[config.mk]
export PLATFORM = sky130hd
export DESIGN_NAME = cmt_channel
export DESIGN_NICKNAME = d
export VERILOG_FILES = /design/src/rtl/cmt_pkg.sv /design/src/rtl/cmt_prescaler.sv /design/src/rtl/cmt_counter.sv /design/src/rtl/cmt_pin.sv /design/src/rtl/cmt_channel.sv
export SDC_FILE = /design/constraint.sdc
export NUM_CORES = 1
export LEC_CHECK = 0
export BUFFER_PORTS_ARGS = -buffer_cell sky130_fd_sc_hd__buf_4
export CAP_MARGIN = 20
export CORE_MARGIN = 2
export CORE_UTILIZATION = 30
export DETAILED_ROUTE_END_ITERATION = 16
export PLACE_DENSITY_LB_ADDON = 0.05
export SLEW_MARGIN = 20
export SYNTH_ARGS = -nofsm -noshare
export SYNTH_HDL_FRONTEND = slang
export SYNTH_SLANG_ARGS = --single-unit
[constraint.sdc]
create_clock -name clk_i -period 3.1 [get_ports clk_i]
set_clock_uncertainty 0.1 [all_clocks]
set_input_delay 0.31 -clock clk_i [delete_from_list [all_inputs] [get_ports clk_i]]
set_output_delay 0.31 -clock clk_i [all_outputs]
set_load 0.03 [all_outputs]
[src/rtl/cmt_pkg.sv]
package cmt_pkg;
  parameter int unsigned OFS_CTRL = 0;
  parameter int unsigned OFS_MODE = 1;
  parameter int unsigned OFS_IOC  = 2;
  parameter int unsigned OFS_IEN  = 4;
  parameter int unsigned OFS_STAT = 5;
  parameter int unsigned OFS_CNT  = 6;
  parameter int unsigned OFS_CMP  = 8;

  typedef enum logic [1:0] {
    EDGE_RISE = 2'd0,
    EDGE_FALL = 2'd1,
    EDGE_BOTH = 2'd2,
    EDGE_RSVD = 2'd3
  } edge_sel_e;

  parameter logic [2:0] CLR_NONE = 3'd0;
  parameter logic [2:0] CLR_CMPA = 3'd1;
endpackage

[src/rtl/cmt_prescaler.sv]
module cmt_prescaler #(
  parameter int PRE_W = 6
) (
  input  logic            clk_i,
  input  logic            rst_ni,
  input  logic            run_i,
  input  logic [2:0]      psc_i,
  input  cmt_pkg::edge_sel_e edge_i,
  output logic            tick_o
);
  import cmt_pkg::*;

  logic [PRE_W-1:0] pre_q, mask, low;
  logic valid, rise, fall, hit;

  always_comb begin
    valid = 1'b1;
    case (psc_i)
      3'd0: mask = PRE_W'(0);
      3'd1: mask = PRE_W'(3);
      3'd2: mask = PRE_W'(15);
      3'd3: mask = PRE_W'(63);
      default: begin
        mask  = '0;
        valid = 1'b0;
      end
    endcase
  end

  assign low  = pre_q & mask;
  assign rise = (low == mask);
  assign fall = (low == (mask >> 1));

  always_comb begin
    case (edge_i)
      EDGE_FALL: hit = fall;
      EDGE_BOTH: hit = rise | fall;
      default:   hit = rise;
    endcase
  end

  assign tick_o = run_i & valid & hit;

  always_ff @(posedge clk_i or negedge rst_ni) begin
    if (!rst_ni)     pre_q <= '0;
    else if (run_i)  pre_q <= pre_q + PRE_W'(1);
    else             pre_q <= '0;
  end
endmodule

[src/rtl/cmt_counter.sv]
module cmt_counter #(
  parameter int CNT_W = 16
) (
  input  logic             clk_i,
  input  logic             rst_ni,
  input  logic             tick_i,
  input  logic             clr_en_i,
  input  logic             load_i,
  input  logic [CNT_W-1:0] load_val_i,
  input  logic [CNT_W-1:0] cmp_i,
  output logic [CNT_W-1:0] cnt_o,
  output logic             match_o
);
  logic [CNT_W-1:0] cnt_q;

  assign match_o = tick_i & (cnt_q == cmp_i);
  assign cnt_o   = cnt_q;

  always_ff @(posedge clk_i or negedge rst_ni) begin
    if (!rst_ni)                    cnt_q <= '0;
    else if (load_i)                cnt_q <= load_val_i;
    else if (tick_i) begin
      if (clr_en_i && match_o)      cnt_q <= '0;
      else                          cnt_q <= cnt_q + CNT_W'(1);
    end
  end
endmodule

[src/rtl/cmt_pin.sv]
module cmt_pin (
  input  logic       clk_i,
  input  logic       rst_ni,
  input  logic       cfg_wr_i,
  input  logic [3:0] code_i,
  input  logic [3:0] cur_code_i,
  input  logic       match_i,
  output logic       pin_o
);
  logic pin_q;

  assign pin_o = pin_q;

  always_ff @(posedge clk_i or negedge rst_ni) begin
    if (!rst_ni) begin
      pin_q <= 1'b0;
    end else if (cfg_wr_i) begin
      // initial level taken from the new code
      if (!code_i[3] && code_i[1:0] != 2'd0) pin_q <= code_i[2];
    end else if (match_i && !cur_code_i[3]) begin
      case (cur_code_i[1:0])
        2'd1:    pin_q <= 1'b0;
        2'd2:    pin_q <= 1'b1;
        2'd3:    pin_q <= ~pin_q;
        default: pin_q <= pin_q;
      endcase
    end
  end
endmodule

[src/rtl/cmt_channel.sv]
module cmt_channel #(
  parameter int CH_IDX  = 1,
  parameter int START_W = 8,
  parameter int CNT_W   = 16,
  parameter int ADDR_W  = 4,
  parameter int DATA_W  = 16,
  parameter int PRE_W   = 6
) (
  input  logic              clk_i,
  input  logic              rst_ni,
  input  logic [START_W-1:0] start_vec_i,
  input  logic              wr_en_i,
  input  logic              rd_en_i,
  input  logic [ADDR_W-1:0] addr_i,
  input  logic [DATA_W-1:0] wdata_i,
  output logic [DATA_W-1:0] rdata_o,
  output logic              pin_o,
  output logic              irq_o
);
  import cmt_pkg::*;

  localparam int BYTE_W = 8;

  logic [BYTE_W-1:0] ctrl_q, mode_q, ioc_q, ien_q;
  logic [CNT_W-1:0]  cmp_q, cnt_q;
  logic flag_q, armed_q;
  logic run, tick, match;
  logic wr_ctrl, wr_mode, wr_ioc, wr_ien, wr_stat, wr_cnt, wr_cmp, rd_stat;

  assign wr_ctrl = wr_en_i && addr_i == ADDR_W'(OFS_CTRL);
  assign wr_mode = wr_en_i && addr_i == ADDR_W'(OFS_MODE);
  assign wr_ioc  = wr_en_i && addr_i == ADDR_W'(OFS_IOC);
  assign wr_ien  = wr_en_i && addr_i == ADDR_W'(OFS_IEN);
  assign wr_stat = wr_en_i && addr_i == ADDR_W'(OFS_STAT);
  assign wr_cnt  = wr_en_i && addr_i == ADDR_W'(OFS_CNT);
  assign wr_cmp  = wr_en_i && addr_i == ADDR_W'(OFS_CMP);
  assign rd_stat = rd_en_i && addr_i == ADDR_W'(OFS_STAT);

  always_ff @(posedge clk_i or negedge rst_ni) begin
    if (!rst_ni) begin
      ctrl_q <= '0;
      mode_q <= '0;
      ioc_q  <= '0;
      ien_q  <= '0;
      cmp_q  <= '0;
    end else begin
      if (wr_ctrl) ctrl_q <= wdata_i[BYTE_W-1:0];
      if (wr_mode) mode_q <= wdata_i[BYTE_W-1:0];
      if (wr_ioc)  ioc_q  <= wdata_i[BYTE_W-1:0];
      if (wr_ien)  ien_q  <= wdata_i[BYTE_W-1:0];
      if (wr_cmp)  cmp_q  <= wdata_i[CNT_W-1:0];
    end
  end

  assign run = start_vec_i[CH_IDX] && (mode_q[3:0] == 4'd0);

  cmt_prescaler #(.PRE_W(PRE_W)) u_pre (
    .clk_i  (clk_i),
    .rst_ni (rst_ni),
    .run_i  (run),
    .psc_i  (ctrl_q[2:0]),
    .edge_i (edge_sel_e'(ctrl_q[4:3])),
    .tick_o (tick)
  );

  cmt_counter #(.CNT_W(CNT_W)) u_cnt (
    .clk_i      (clk_i),
    .rst_ni     (rst_ni),
    .tick_i     (tick),
    .clr_en_i   (ctrl_q[7:5] == CLR_CMPA),
    .load_i     (wr_cnt),
    .load_val_i (wdata_i[CNT_W-1:0]),
    .cmp_i      (cmp_q),
    .cnt_o      (cnt_q),
    .match_o    (match)
  );

  cmt_pin u_pin (
    .clk_i      (clk_i),
    .rst_ni     (rst_ni),
    .cfg_wr_i   (wr_ioc),
    .code_i     (wdata_i[3:0]),
    .cur_code_i (ioc_q[3:0]),
    .match_i    (match),
    .pin_o      (pin_o)
  );

  // flag: set wins over an armed zero-write
  always_ff @(posedge clk_i or negedge rst_ni) begin
    if (!rst_ni) begin
      flag_q  <= 1'b0;
      armed_q <= 1'b0;
    end else begin
      if (match)                                   flag_q <= 1'b1;
      else if (wr_stat && !wdata_i[0] && armed_q)  flag_q <= 1'b0;
      if (wr_stat)                                 armed_q <= 1'b0;
      else if (rd_stat && flag_q)                  armed_q <= 1'b1;
    end
  end

  assign irq_o = flag_q & ien_q[0];

  always_comb begin
    rdata_o = '0;
    case (addr_i)
      ADDR_W'(OFS_CTRL): rdata_o[BYTE_W-1:0] = ctrl_q;
      ADDR_W'(OFS_MODE): rdata_o[BYTE_W-1:0] = mode_q;
      ADDR_W'(OFS_IOC):  rdata_o[BYTE_W-1:0] = ioc_q;
      ADDR_W'(OFS_IEN):  rdata_o[BYTE_W-1:0] = ien_q;
      ADDR_W'(OFS_STAT): rdata_o[0]          = flag_q;
      ADDR_W'(OFS_CNT):  rdata_o[CNT_W-1:0]  = cnt_q;
      ADDR_W'(OFS_CMP):  rdata_o[CNT_W-1:0]  = cmp_q;
      default:           rdata_o = '0;
    endcase
  end
endmodule

# Yosys cells after proc, flatten, opt, wreduce, memory -nomap -nowiden
# Cells that the tools add are included.
[word_totals] regBits=73 output_inout_bits=18 input_bits=32
[op_classes] eq_ne=19 add_sub_neg=2 n_reduce_logical=29 bitwise_logic=7 mux=18
[ops] cell="2-to-1 mux 16 bit" count=3
[ops] cell="one-hot mux 7 bit (6 select lines)" count=1
[ops] cell="one-hot mux 6 bit (3 select lines)" count=1
[ops] cell="adder 16 x 1 -> 16 bit (second input constant)" count=1
[ops] cell="== test 16 bit" count=1
[ops] cell="one-hot mux 8 bit (2 select lines)" count=1
[ops] cell="logical AND 1 bit" count=15
[ops] cell="== test 4 x 3 -> 1 bit (second input constant)" count=3
[ops] cell="nonzero test 2 bit" count=5
[ops] cell="zero test 4 bit" count=2
[ops] cell="2-to-1 mux 1 bit" count=8
[ops] cell="one-hot mux 1 bit (7 select lines)" count=1
[ops] cell="adder 6 x 1 -> 6 bit (second input constant)" count=1
[ops] cell="AND 6 bit" count=1
[ops] cell="== test 2 bit (second input constant)" count=3
[ops] cell="== test 3 x 1 -> 1 bit (second input constant)" count=2
[ops] cell="== test 3 x 2 -> 1 bit (second input constant)" count=2
[ops] cell="== test 6 x 5 -> 1 bit" count=1
[ops] cell="== test 6 bit" count=1
[ops] cell="2-to-1 mux 6 bit" count=1
[ops] cell="AND 1 bit" count=4
[ops] cell="== test 2 x 1 -> 1 bit (second input constant)" count=2
[ops] cell="== test 4 x 1 -> 1 bit (second input constant)" count=1
[ops] cell="== test 4 x 2 -> 1 bit (second input constant)" count=1
[ops] cell="other kinds (11)" count=13

# Logic depth before layout (Yosys ltp)
# Gate-level depths: netlist of run 1.
[depth] ltp_word=12 mapped_depth=9

# Hierarchy
# A second synthesis of run 1 with hierarchy kept.
[unflattened] hier_cells=410 hier_area_um2=4374.2
[modules_own_cells] module="cmt_channel" area_per_inst_um2=2546.2 instances=1 cells_each=192
[modules_own_cells] module="cmt_counter" area_per_inst_um2=1301.2 instances=1 cells_each=163
[modules_own_cells] module="cmt_prescaler" area_per_inst_um2=400.4 instances=1 cells_each=42
[modules_own_cells] module="cmt_pin" area_per_inst_um2=126.4 instances=1 cells_each=13

# Worst setup path after synthesis of run 1
# No wires, ideal clock.
[synth_path] kind="input-to-output" startpoint="input addr_i[1]" endpoint="output rdata_o[1]" slack_ns=1.054 cell_stages=4 t_arrival_ns=1.636 path_cell_list="buf_2 nor2b_1 a22oi_1 o31ai_1"
[synth_via] elab_chain_len=2
[synth_rtl] element="start, declared" line="cmt_channel.sv:14" text="input logic [ADDR_W-1:0] addr_i,"
[synth_rtl] element="== test 4 bit (tied with other cells)" line="cmt_channel.sv:105" text="case (addr_i)"
[synth_rtl] element="one-hot mux 7 bit (6 select lines) *" line="cmt_channel.sv:105"
[synth_rtl] element="end, declared" line="cmt_channel.sv:16" text="output logic [DATA_W-1:0] rdata_o,"
# Every way passes the cells marked *; elsewhere a longest branch is shown, timed or not.

# Worst setup path in the final report of run 1
[layout_path] startpoint="register mode_q[1]" endpoint="register u_cnt.cnt_q[15] (netlist: u_cnt.cnt_o[15])"
[layout_via] elab_chain_len=9
[layout_rtl] element="start, declared" line="cmt_channel.sv:24" text="logic [BYTE_W-1:0] ctrl_q, mode_q, ioc_q, ien_q;"
[layout_rtl] element="start signal, assigned" line="cmt_channel.sv:48" text="if (wr_mode) mode_q <= wdata_i[BYTE_W-1:0];"
[layout_rtl] element="zero test 4 bit *" line="cmt_channel.sv:55" text="assign run = start_vec_i[CH_IDX] && (mode_q[3:0] == 4'd0);"
[layout_rtl] element="logical AND 1 bit *" line="cmt_channel.sv:55"
[layout_rtl] element="AND 1 bit * (2 in a row)" line="cmt_prescaler.sv:42" text="assign tick_o = run_i & valid & hit;"
[layout_rtl] element="AND 1 bit" line="cmt_counter.sv:16" text="assign match_o = tick_i & (cnt_q == cmp_i);"
[layout_rtl] element="logical AND 1 bit" line="cmt_counter.sv:23" text="if (clr_en_i && match_o) cnt_q <= '0;"
[layout_rtl] element="2-to-1 mux 16 bit" line="cmt_counter.sv:23"
[layout_rtl] element="2-to-1 mux 16 bit" line="cmt_counter.sv:22" text="else if (tick_i) begin"
[layout_rtl] element="2-to-1 mux 16 bit" line="cmt_counter.sv:21" text="else if (load_i) cnt_q <= load_val_i;"
[layout_rtl] element="end signal, assigned" line="cmt_counter.sv:21"
[layout_rtl] element="end signal, assigned" line="cmt_counter.sv:24" text="else cnt_q <= cnt_q + CNT_W'(1);"
[layout_rtl] element="end, declared" line="cmt_counter.sv:14" text="logic [CNT_W-1:0] cnt_q;"
# Every way passes the cells marked *; elsewhere a longest branch is shown, timed or not. The select of a mux whose other input is x is not followed.
# A chain may end at the register's enable or synchronous reset.

==> metrics.txt, run 1 <==
count of cell types in the netlist 53; number of max-cap violations 0; vias per cell 5.15; CTS Hold Bufs 0; CTS H-tree depth 3; Detail Placement HPWL 8650 µm; final period utilization 83.9%; vias in the first global route 3292; I/O Pins 50; critical path class register to register; layout cell share with drive strength beyond 1 29.0%; Worst Tran Pin Value 0.990 ns; Ys Warns 0; crit path max fanout 13; Sequential Power Share 42.4%; Seq/Total Area, Yosys 44.1%; Avg Cell Area, Syn 10.6 µm²; final slew viol count 0; Std-Cell Core Area 13300 µm²; post-layout util 37.3%; internal power 2280 µW; grt ovf 0; Worst-Skew Late Latency 0.35 ns; count of state elements after synthesis 73; initial antenna violation count 0; Worst Setup End Kind register; Pwr Density 692 nW/µm²; clk buf depth 2; largest net degree at the start of global routing 74; Sw Pwr 1160 µW; Cells after Synth 391; first-pass GRT wire length 19200 µm; Worst EP arrival 2.72 ns; Fin Setup TNS 0 ns; WL/cell 19.4 µm; multi-input logic area 2150 µm²; Synth area leader dfrtp_1; FP Rows 42; Final Cell Area 4970 µm²; crit start category register; number of flops mapped to enable cells by yosys 0; post-synth top area share 44.1%; Net count, final 478; Die Y 122 µm; DR iter-0 viols 176; chip width 122 µm; root buf cell clkbuf_16; synth top area cells dfrtp_1, mux2_2, xnor2_1; Worst Hold Class input pin to async pin; TritonCTS clock tree yes; Layout area overhead 20.0%; total track usage 17.5%; initial core utilization 31.1%; die area 14800 µm²; status finished, final reports clean; Post-DRT Antenna Nets 0; Tot Pwr 3440 µW; crit path time final 2.60 ns; fmax 385 MHz; # clock sinks 73; Net Sw Frac 33.8%; I/O Buffers 42; Synth Cell Area 4150 µm²; worst path required time 3.22 ns; Num CTS Buffers 9; dpl cell area 4680 µm²; Clock Power Share 30.5%; final hold viol count 0; Ant. Diodes 0; Syn Nets 429; Worst-path clk slew 0.06 ns; Slew Limit Headroom 34.0%; maximum ir drop on the vdd rail 203 µV; via count 3199; RSZ-0062 raised after global routing false; post-CTS sizing 0; routed wire length 12000 µm; RD Place Congestion 0.736; Setup violations, final 0; drt first pass iters 4; Reg area 1830 µm²; drt drc 0; leakage power 0.00211 µW; fraction of registers with async set/reset 100%; main flop type after synthesis dfrtp_1; Gate power share 27.1%; Post-CTS Setup Inserts 0; FILL cells 1400
[critical path: stages, from the launching register on]
cell and delay, ns:
dfrtp_1 0.41, nor4_1 0.63, nand2_1 0.38, o41a_4 0.64
a21oi_1 0.17, o221ai_1 0.13
[Yosys cell counts (3+ instances only)]
cell type and instances:
a21oi_1 17, a221oi_1 3, a222oi_1 4, a22o_1 13, a22oi_1 7, a31oi_1 3
a32oi_1 6, and2b_1 3, and3_1 4, buf_2 4, clkbuf_1 8, dfrtp_1 73
ha_1 6, inv_1 21, mux2_2 48, mux2i_1 6, nand2_1 25, nand2b_1 4
nand3_1 14, nand4_1 9, nor2_1 22, nor2b_1 8, nor3_1 7, o21ai_0 7
o21ai_1 8, o221ai_1 6, o31ai_1 4, xnor2_1 17, xor2_1 3
[flip-flops by register name (all words and copies together) (netlist names)]
register,count
armed_q,1
ctrl_q,8
mode_q,8
ioc_q,8
flag_q,1
ien_q,8
cmp_q,16
u_cnt.cnt_o,16
u_pin.pin_o,1
u_pre.pre_q,6
[per-layer routing]
| metal | vias to the layer above | part of all wire (%) | routed length [µm] | global-route usage (%) |
|---|---|---|---|---|
| met5 | - | 0 | 0 | 0 |
| met4 | 0 | 1.7 | 210 | 7.18 |
| met3 | 12 | 3.6 | 431 | 2.86 |
| met2 | 62 | 47 | 5620 | 27.4 |
| met1 | 1575 | 48 | 5760 | 24.3 |
| li1 | 1550 | - | - | - |
[logic make-up (layout without fill, tap and decap cells)]
| kind of cell | after synthesis | count (layout) | synth area share, % |
|---|---|---|---|
| simple gates | 110 | 110 | 14.3 |
| mux | 55 | 55 | 15.0 |
| fa+ha+maj | 6 | 6 | 1.81 |
| compound gates | 89 | 89 | 16.2 |
| flops | 73 | 73 | 44.1 |
| buf+inv | 37 | 91 | 4.01 |
| xor+xnor | 21 | 21 | 4.62 |
[power groups by stage]
| stage | logic (µW) | registers (µW) | clock network, µW |
|---|---|---|---|
| final | 932 | 1460 | 1050 |
| after global routing | 1040 | 1500 | 1130 |
| after CTS | 950 | 1460 | 1090 |
| after detailed placement | 946 | 1480 | 0 |
| after global placement | 939 | 1470 | 0 |
| after floorplan | 690 | 1380 | 0 |
[path summary, 6_finish.rpt]
kind	cells after the start	slack (ns)	to	from
min in group clk_i	3	0.09	u_cnt.cnt_o[14]$_DFFE_PN0P_	wdata_i[14]
max in group asynchronous	1	2.23	ctrl_q[4]$_DFFE_PN0P_	rst_ni
max	5	0.50	u_cnt.cnt_o[15]$_DFFE_PN0P_	mode_q[1]$_DFFE_PN0P_
min	1	0.01	u_pre.pre_q[4]$_DFF_PN0_	rst_ni
max reg2reg	5	0.50	u_cnt.cnt_o[15]$_DFFE_PN0P_	mode_q[1]$_DFFE_PN0P_
min reg2reg	1	0.41	ioc_q[7]$_DFFE_PN0P_	ioc_q[7]$_DFFE_PN0P_
[metrics by stage]
step / hold slack, ns / setup slack [ns] / std cells
floorplan: -0.0856 / 1.05 / 391
CTS: 0.0732 / 0.536 / 621
finish: 0.0133 / 0.500 / 621
detailed placement: 0.395 / 0.542 / 605
global route: 0.0959 / 0.385 / 621
global placement: 0.389 / 0.571 / 605
[cell usage in the layout, fill, tap and decap left out, types with 3 or more instances in the layout]
cell and n:
dfrtp_1 73, buf_4 54, mux2_2 48, nand2_1 25
nor2_1 22, inv_1 21, xnor2_1 17, a21oi_1 17
nand3_1 14, a22o_1 13, nand4_1 9, clkbuf_16 9
nor2b_1 8, o21ai_1 8, a22oi_1 7, nor3_1 7
o21ai_0 7, mux2i_1 6, o221ai_1 6, a32oi_1 6
ha_1 6, nand2b_1 4, a222oi_1 4, o31ai_1 4
and3_1 4, a221oi_1 3, xor2_1 3, and2b_1 3
a31oi_1 3, clkbuf_1 3
[area by class of cell]
type | instances | share of cell area (%)
Tap cell | 176 | 4.43
Multi-Input combinational cell | 281 | 43.3
Timing Repair Buffer | 54 | 8.15
Clock inverter | 3 | 0.805
Inverter | 21 | 1.58
Sequential cell | 73 | 36.7
Clock buffer | 13 | 5.03
No activity file was read; power rests on OpenSTA's default activity.
==> run 2: changes to the inputs <==
clock period = 2.5 ns   (was 3.1 ns; I/O delays follow)
==> run 2 against run 1 <==
Against the previous run: total power is 33% higher; non-clock buffer count up 16; hold slack better by 0.017 ns; first-iteration DRC count rose by 26%; register-to-register slack worse by 0.23 ns; clock power increased by 45%; worst setup slack worse by 0.23 ns; die area stayed put; wire length increased by 0.52%; largest cell class unchanged; highest routed layer unchanged.
==> metrics.txt, run 2 (synthesis results as in run 1) <==
final slew viol count 0; Worst Tran Pin Value 0.636 ns; number of max-cap violations 0; crit start category register; layout cell share with drive strength beyond 1 31.9%; total track usage 17.6%; I/O Pins 50; Net Sw Frac 32.4%; post-CTS sizing 0; Worst-path clk slew 0.06 ns; largest net degree at the start of global routing 45; Std-Cell Core Area 13300 µm²; CTS H-tree depth 3; clk buf depth 2; Net count, final 494; # clock sinks 73; Worst Hold Class input pin to register; vias in the first global route 3314; Setup violations, final 0; Pwr Density 881 nW/µm²; worst path required time 2.60 ns; Ant. Diodes 0; CP cell instances inv_1 -> ha_1 -> nor2_1 -> a31oi_1 -> a22oi_2 -> o41a_4 -> a21oi_1 -> o221ai_1; critical path class register to register; Fin Setup TNS 0 ns; hold slack 0.0308 ns; vias per cell 5.16; TritonCTS clock tree yes; post-layout util 38.8%; drt drc 0; Worst-Skew Late Latency 0.34 ns; CP bufs+invs 1; initial antenna violation count 0; pre-CTS WS 0.281 ns; Sequential Power Share 38.4%; maximum ir drop on the vdd rail 255 µV; die area 14800 µm²; setup ws final 0.272 ns; routed wire length 12100 µm; Num CTS Buffers 9; via count 3290; RD Place Congestion 0.766; Worst Setup End Kind register; CP delay by family, top compound AO/OA/AOI/OAI gates; most common cell after layout, fill and taps aside dfrtp_1; leakage power 0.00223 µW; Gate power share 28.3%; internal power 3080 µW; most frequent cells in the layout dfrtp_1, buf_4, mux2_2, nand2_1, nor2_1; I/O Buffers 42; fmax 449 MHz; Sw Pwr 1480 µW; placed cells 620; final period utilization 89.1%; first-pass GRT wire length 19200 µm; FP Rows 42; Layout area overhead 24.8%; drt first pass iters 4; Clock Power Share 33.2%; grt ovf 0; final hold viol count 0; Detail Placement HPWL 8960 µm; crit path time final 2.23 ns; crit path max fanout 13; DR iter-0 viols 221; root buf cell clkbuf_16; initial core utilization 31.1%; WL/cell 19.0 µm; chip width 122 µm; Post-DRT Antenna Nets 0; CP max stage delay 0.46 ns; Slew Limit Headroom 57.5%; Die Y 122 µm; Worst EP arrival 2.33 ns; RSZ-0062 raised after global routing false; Slowest cell on crit path o41a_4; status finished, final reports clean; Finished Layout Cells 637
==> run 2: final timing paths <==
kind                                             from                     endpoint  slack [ns]  depth (start not counted)
min in group asynchronous                      rst_ni     u_pre.pre_q[4]$_DFF_PN0_        0.37                          2
worst min-delay path                      wdata_i[14]  u_cnt.cnt_o[14]$_DFFE_PN0P_        0.03                          3
worst max register to register  ctrl_q[3]$_DFFE_PN0P_   u_cnt.cnt_o[6]$_DFFE_PN0P_        0.27                          8
worst max-delay path            ctrl_q[3]$_DFFE_PN0P_   u_cnt.cnt_o[6]$_DFFE_PN0P_        0.27                          8
worst min register to register  mode_q[4]$_DFFE_PN0P_        mode_q[4]$_DFFE_PN0P_        0.41                          1
max in group asynchronous                      rst_ni        mode_q[6]$_DFFE_PN0P_        1.34                          3
==> run 2: final cells by class <==
| class | count | area, µm² |
|---|---|---|
| Multi-Input combinational cell | 281 | 2150 |
| Clock buffer | 10 | 239 |
| Sequential cell | 73 | 1830 |
| Clock inverter | 6 | 105 |
| Timing Repair Buffer | 70 | 553 |
| Tap cell | 176 | 220 |
| Inverter | 21 | 78.8 |
| Fill cell | 1373 | 8170 |
==> run 2: worst min-delay path: stages <==
cell and delay [ns]:
buf_4 0.08, nand2_1 0.04, o221ai_1 0.06
==> run 2: power groups by stage <==
stage	logic (µW)	clock network (µW)	registers, µW
detailed placement	1300	0	1780
CTS	1310	1560	1760
floorplan	856	0	1710
finish	1290	1520	1750
global placement	1290	0	1770
global route	1420	1610	1800
==> run 2: layer usage <==
metal | vias to the layer above | global-route usage [%] | part of all wire [%]
li1 | 1584 | - | -
met3 | 16 | 2.95 | 3.5
met1 | 1617 | 24.0 | 48
met2 | 73 | 27.7 | 47
met4 | 0 | 7.26 | 1.8
met5 | - | 0 | 0
==> run 2: timing repair <==
item	4_1_cts	5_1_grt
hold buffers	1	0
hold endpoints to repair	43	0
buffers inserted	0	0
==> run 2: through the flow <==
step | total power, µW | cell area (µm²)
2_1_floorplan | 2560 | 4150
3_3_place_gp | 3060 | 4820
3_5_place_dp | 3080 | 4820
4_1_cts | 4620 | 5180
5_1_grt | 4830 | 5180
6_report | 4560 | 5180
==> run 3: changes to the inputs <==
CORE_UTILIZATION = 58   (was 30)
GPL_TIMING_DRIVEN = 0   (was unset)
==> run 3 against run 2 <==
Against the previous run: sequential power rose by 2%; hold slack got worse by 0.0096 ns; clock power down 24%; via count is 1.9% higher; largest power group unchanged; highest routed layer unchanged; sequential share of layout area increased by 2.4 points; cell area is 6.3% lower; critical path depth down 1; count of clock-buffer cells in the layout unchanged.
==> metrics.txt, run 3 (synthesis results as in run 1) <==
Ant. Diodes 0; placed cells 528; Slew Limit Headroom 38.5%; TritonCTS clock tree yes; Worst Setup End Kind output pin; DR iter-0 viols 285; # clock sinks 73; Worst Tran Pin Value 0.922 ns; Layout area overhead 17.0%; grt ovf 0; most frequent cells in the layout dfrtp_1, mux2_2, buf_4, nand2_1, nor2_1; root buf cell clkbuf_8; most common cell after layout, fill and taps aside dfrtp_1; Worst-Skew Late Latency 0.36 ns; CTS H-tree depth 3; top routing layer used met4; vias in the first global route 3263; initial antenna violation count 0; Num CTS Buffers 9; Final Cell Area 4850 µm²; setup ws final 0.0814 ns; initial core utilization 60.4%; crit path time final 2.42 ns; total track usage 29.2%; Post-DRT Antenna Nets 0; number of max-cap violations 0; critical path class input pin to output pin; drt drc 0; vias per cell 6.14; met2 wire len 5170 µm; Worst-path clk slew 0.07 ns; crit start category input pin; fmax 413 MHz; M1 wire length 4600 µm; Detail Placement HPWL 7560 µm; Std-Cell Core Area 6870 µm²; FP Rows 30; dpl cell area 4570 µm²; first-pass GRT wire length 17000 µm; status finished, final reports clean; final period utilization 96.7%; leakage power 0.00209 µW; final slew viol count 0; WL/cell 19.4 µm; RSZ-0062 raised after global routing false; hold slack 0.0212 ns; drt first pass iters 5; Worst Hold Class input pin to register; Finished Layout Cells 546; die area 7840 µm²; pre-CTS WS -0.0150 ns; Fin Setup TNS 0 ns; final hold viol count 0; Worst EP arrival 2.07 ns; via count 3352; Die Y 88.6 µm; Net count, final 483; met3 WL 639 µm; crit path max fanout 10; layout cell share with drive strength beyond 1 28.7%; I/O Pins 50; largest net degree at the start of global routing 74; routed wire length 10600 µm; Setup violations, final 0; chip width 88.6 µm; worst path required time 2.15 ns; clk buf depth 2; maximum ir drop on the vdd rail 557 µV; I/O Buffers 41; Pwr Density 849 nW/µm²; RD Place Congestion 0.936
[run 3: cell count changes in the layout (fill, tap and decap cells not counted), sizes merged]
cell      before  now
buf           69   50
clkbuf        10   18
clkinv         3    2
clkinvlp       0    1
[run 3: worst paths after layout]
path,slack [ns],to,startpoint,cells past startpoint
setup / recovery,0.08,rdata_o[2],addr_i[1],7
hold / removal,0.02,u_cnt.cnt_o[15]$_DFFE_PN0P_,wdata_i[15],3
setup reg to reg,0.13,u_cnt.cnt_o[14]$_DFFE_PN0P_,mode_q[2]$_DFFE_PN0P_,6
hold reg to reg,0.41,ioc_q[4]$_DFFE_PN0P_,ioc_q[4]$_DFFE_PN0P_,1
max in group asynchronous,1.23,ien_q[0]$_DFFE_PN0P_,rst_ni,2
min in group asynchronous,0.47,u_pre.pre_q[5]$_DFF_PN0_,rst_ni,2
[run 3: per-stage QoR]
stage	util, %	total power (µW)
after floorplan	-	2560
after global placement	66.6	2900
after detailed placement	66.6	2950
after CTS	70.5	4120
after global routing	70.6	4330
final	70.6	4120
[run 3: metal layers]
metal / track usage, % / vias to the layer above
met4: 7.99 / 0
met1: 40.1 / 1631
met2: 47.9 / 146
li1: - / 1557
met5: 0 / -
met3: 5.60 / 18
[run 3: where the power goes]
group	total, µW	internal, µW	switching, µW	leakage [µW]
sequential	1790	1460	327	0.000875
clock	1160	693	471	0.000123
combinational	1170	548	619	0.00109
total	4120	2700	1420	0.00209
[run 3: what timing repair did]
action	in CTS	in global routing
pin swaps	0	1
gates resized for setup	1	0
buffers inserted	0	1
setup endpoints to repair	6	2
hold buffers	1	0
endpoints found under the hold margin	73	0
[run 3: layout make-up]
| cell class | instances | area [µm²] |
|---|---|---|
| Clock inverter | 6 | 115 |
| Fill cell | 549 | 2020 |
| Sequential cell | 73 | 1830 |
| Buffer | 16 | 87.6 |
| Tap cell | 96 | 120 |
| Clock buffer | 10 | 138 |
| Inverter | 21 | 78.8 |
| Timing Repair Buffer | 43 | 325 |
| Multi-Input combinational cell | 281 | 2160 |
[run 3: critical path, cell delays in order]
cell and delay, ns:
buf_4 0.12, buf_2 0.19, nor4b_2 0.46, clkbuf_1 0.52, a221oi_1 0.19, o21ai_0 0.14, buf_4 0.19
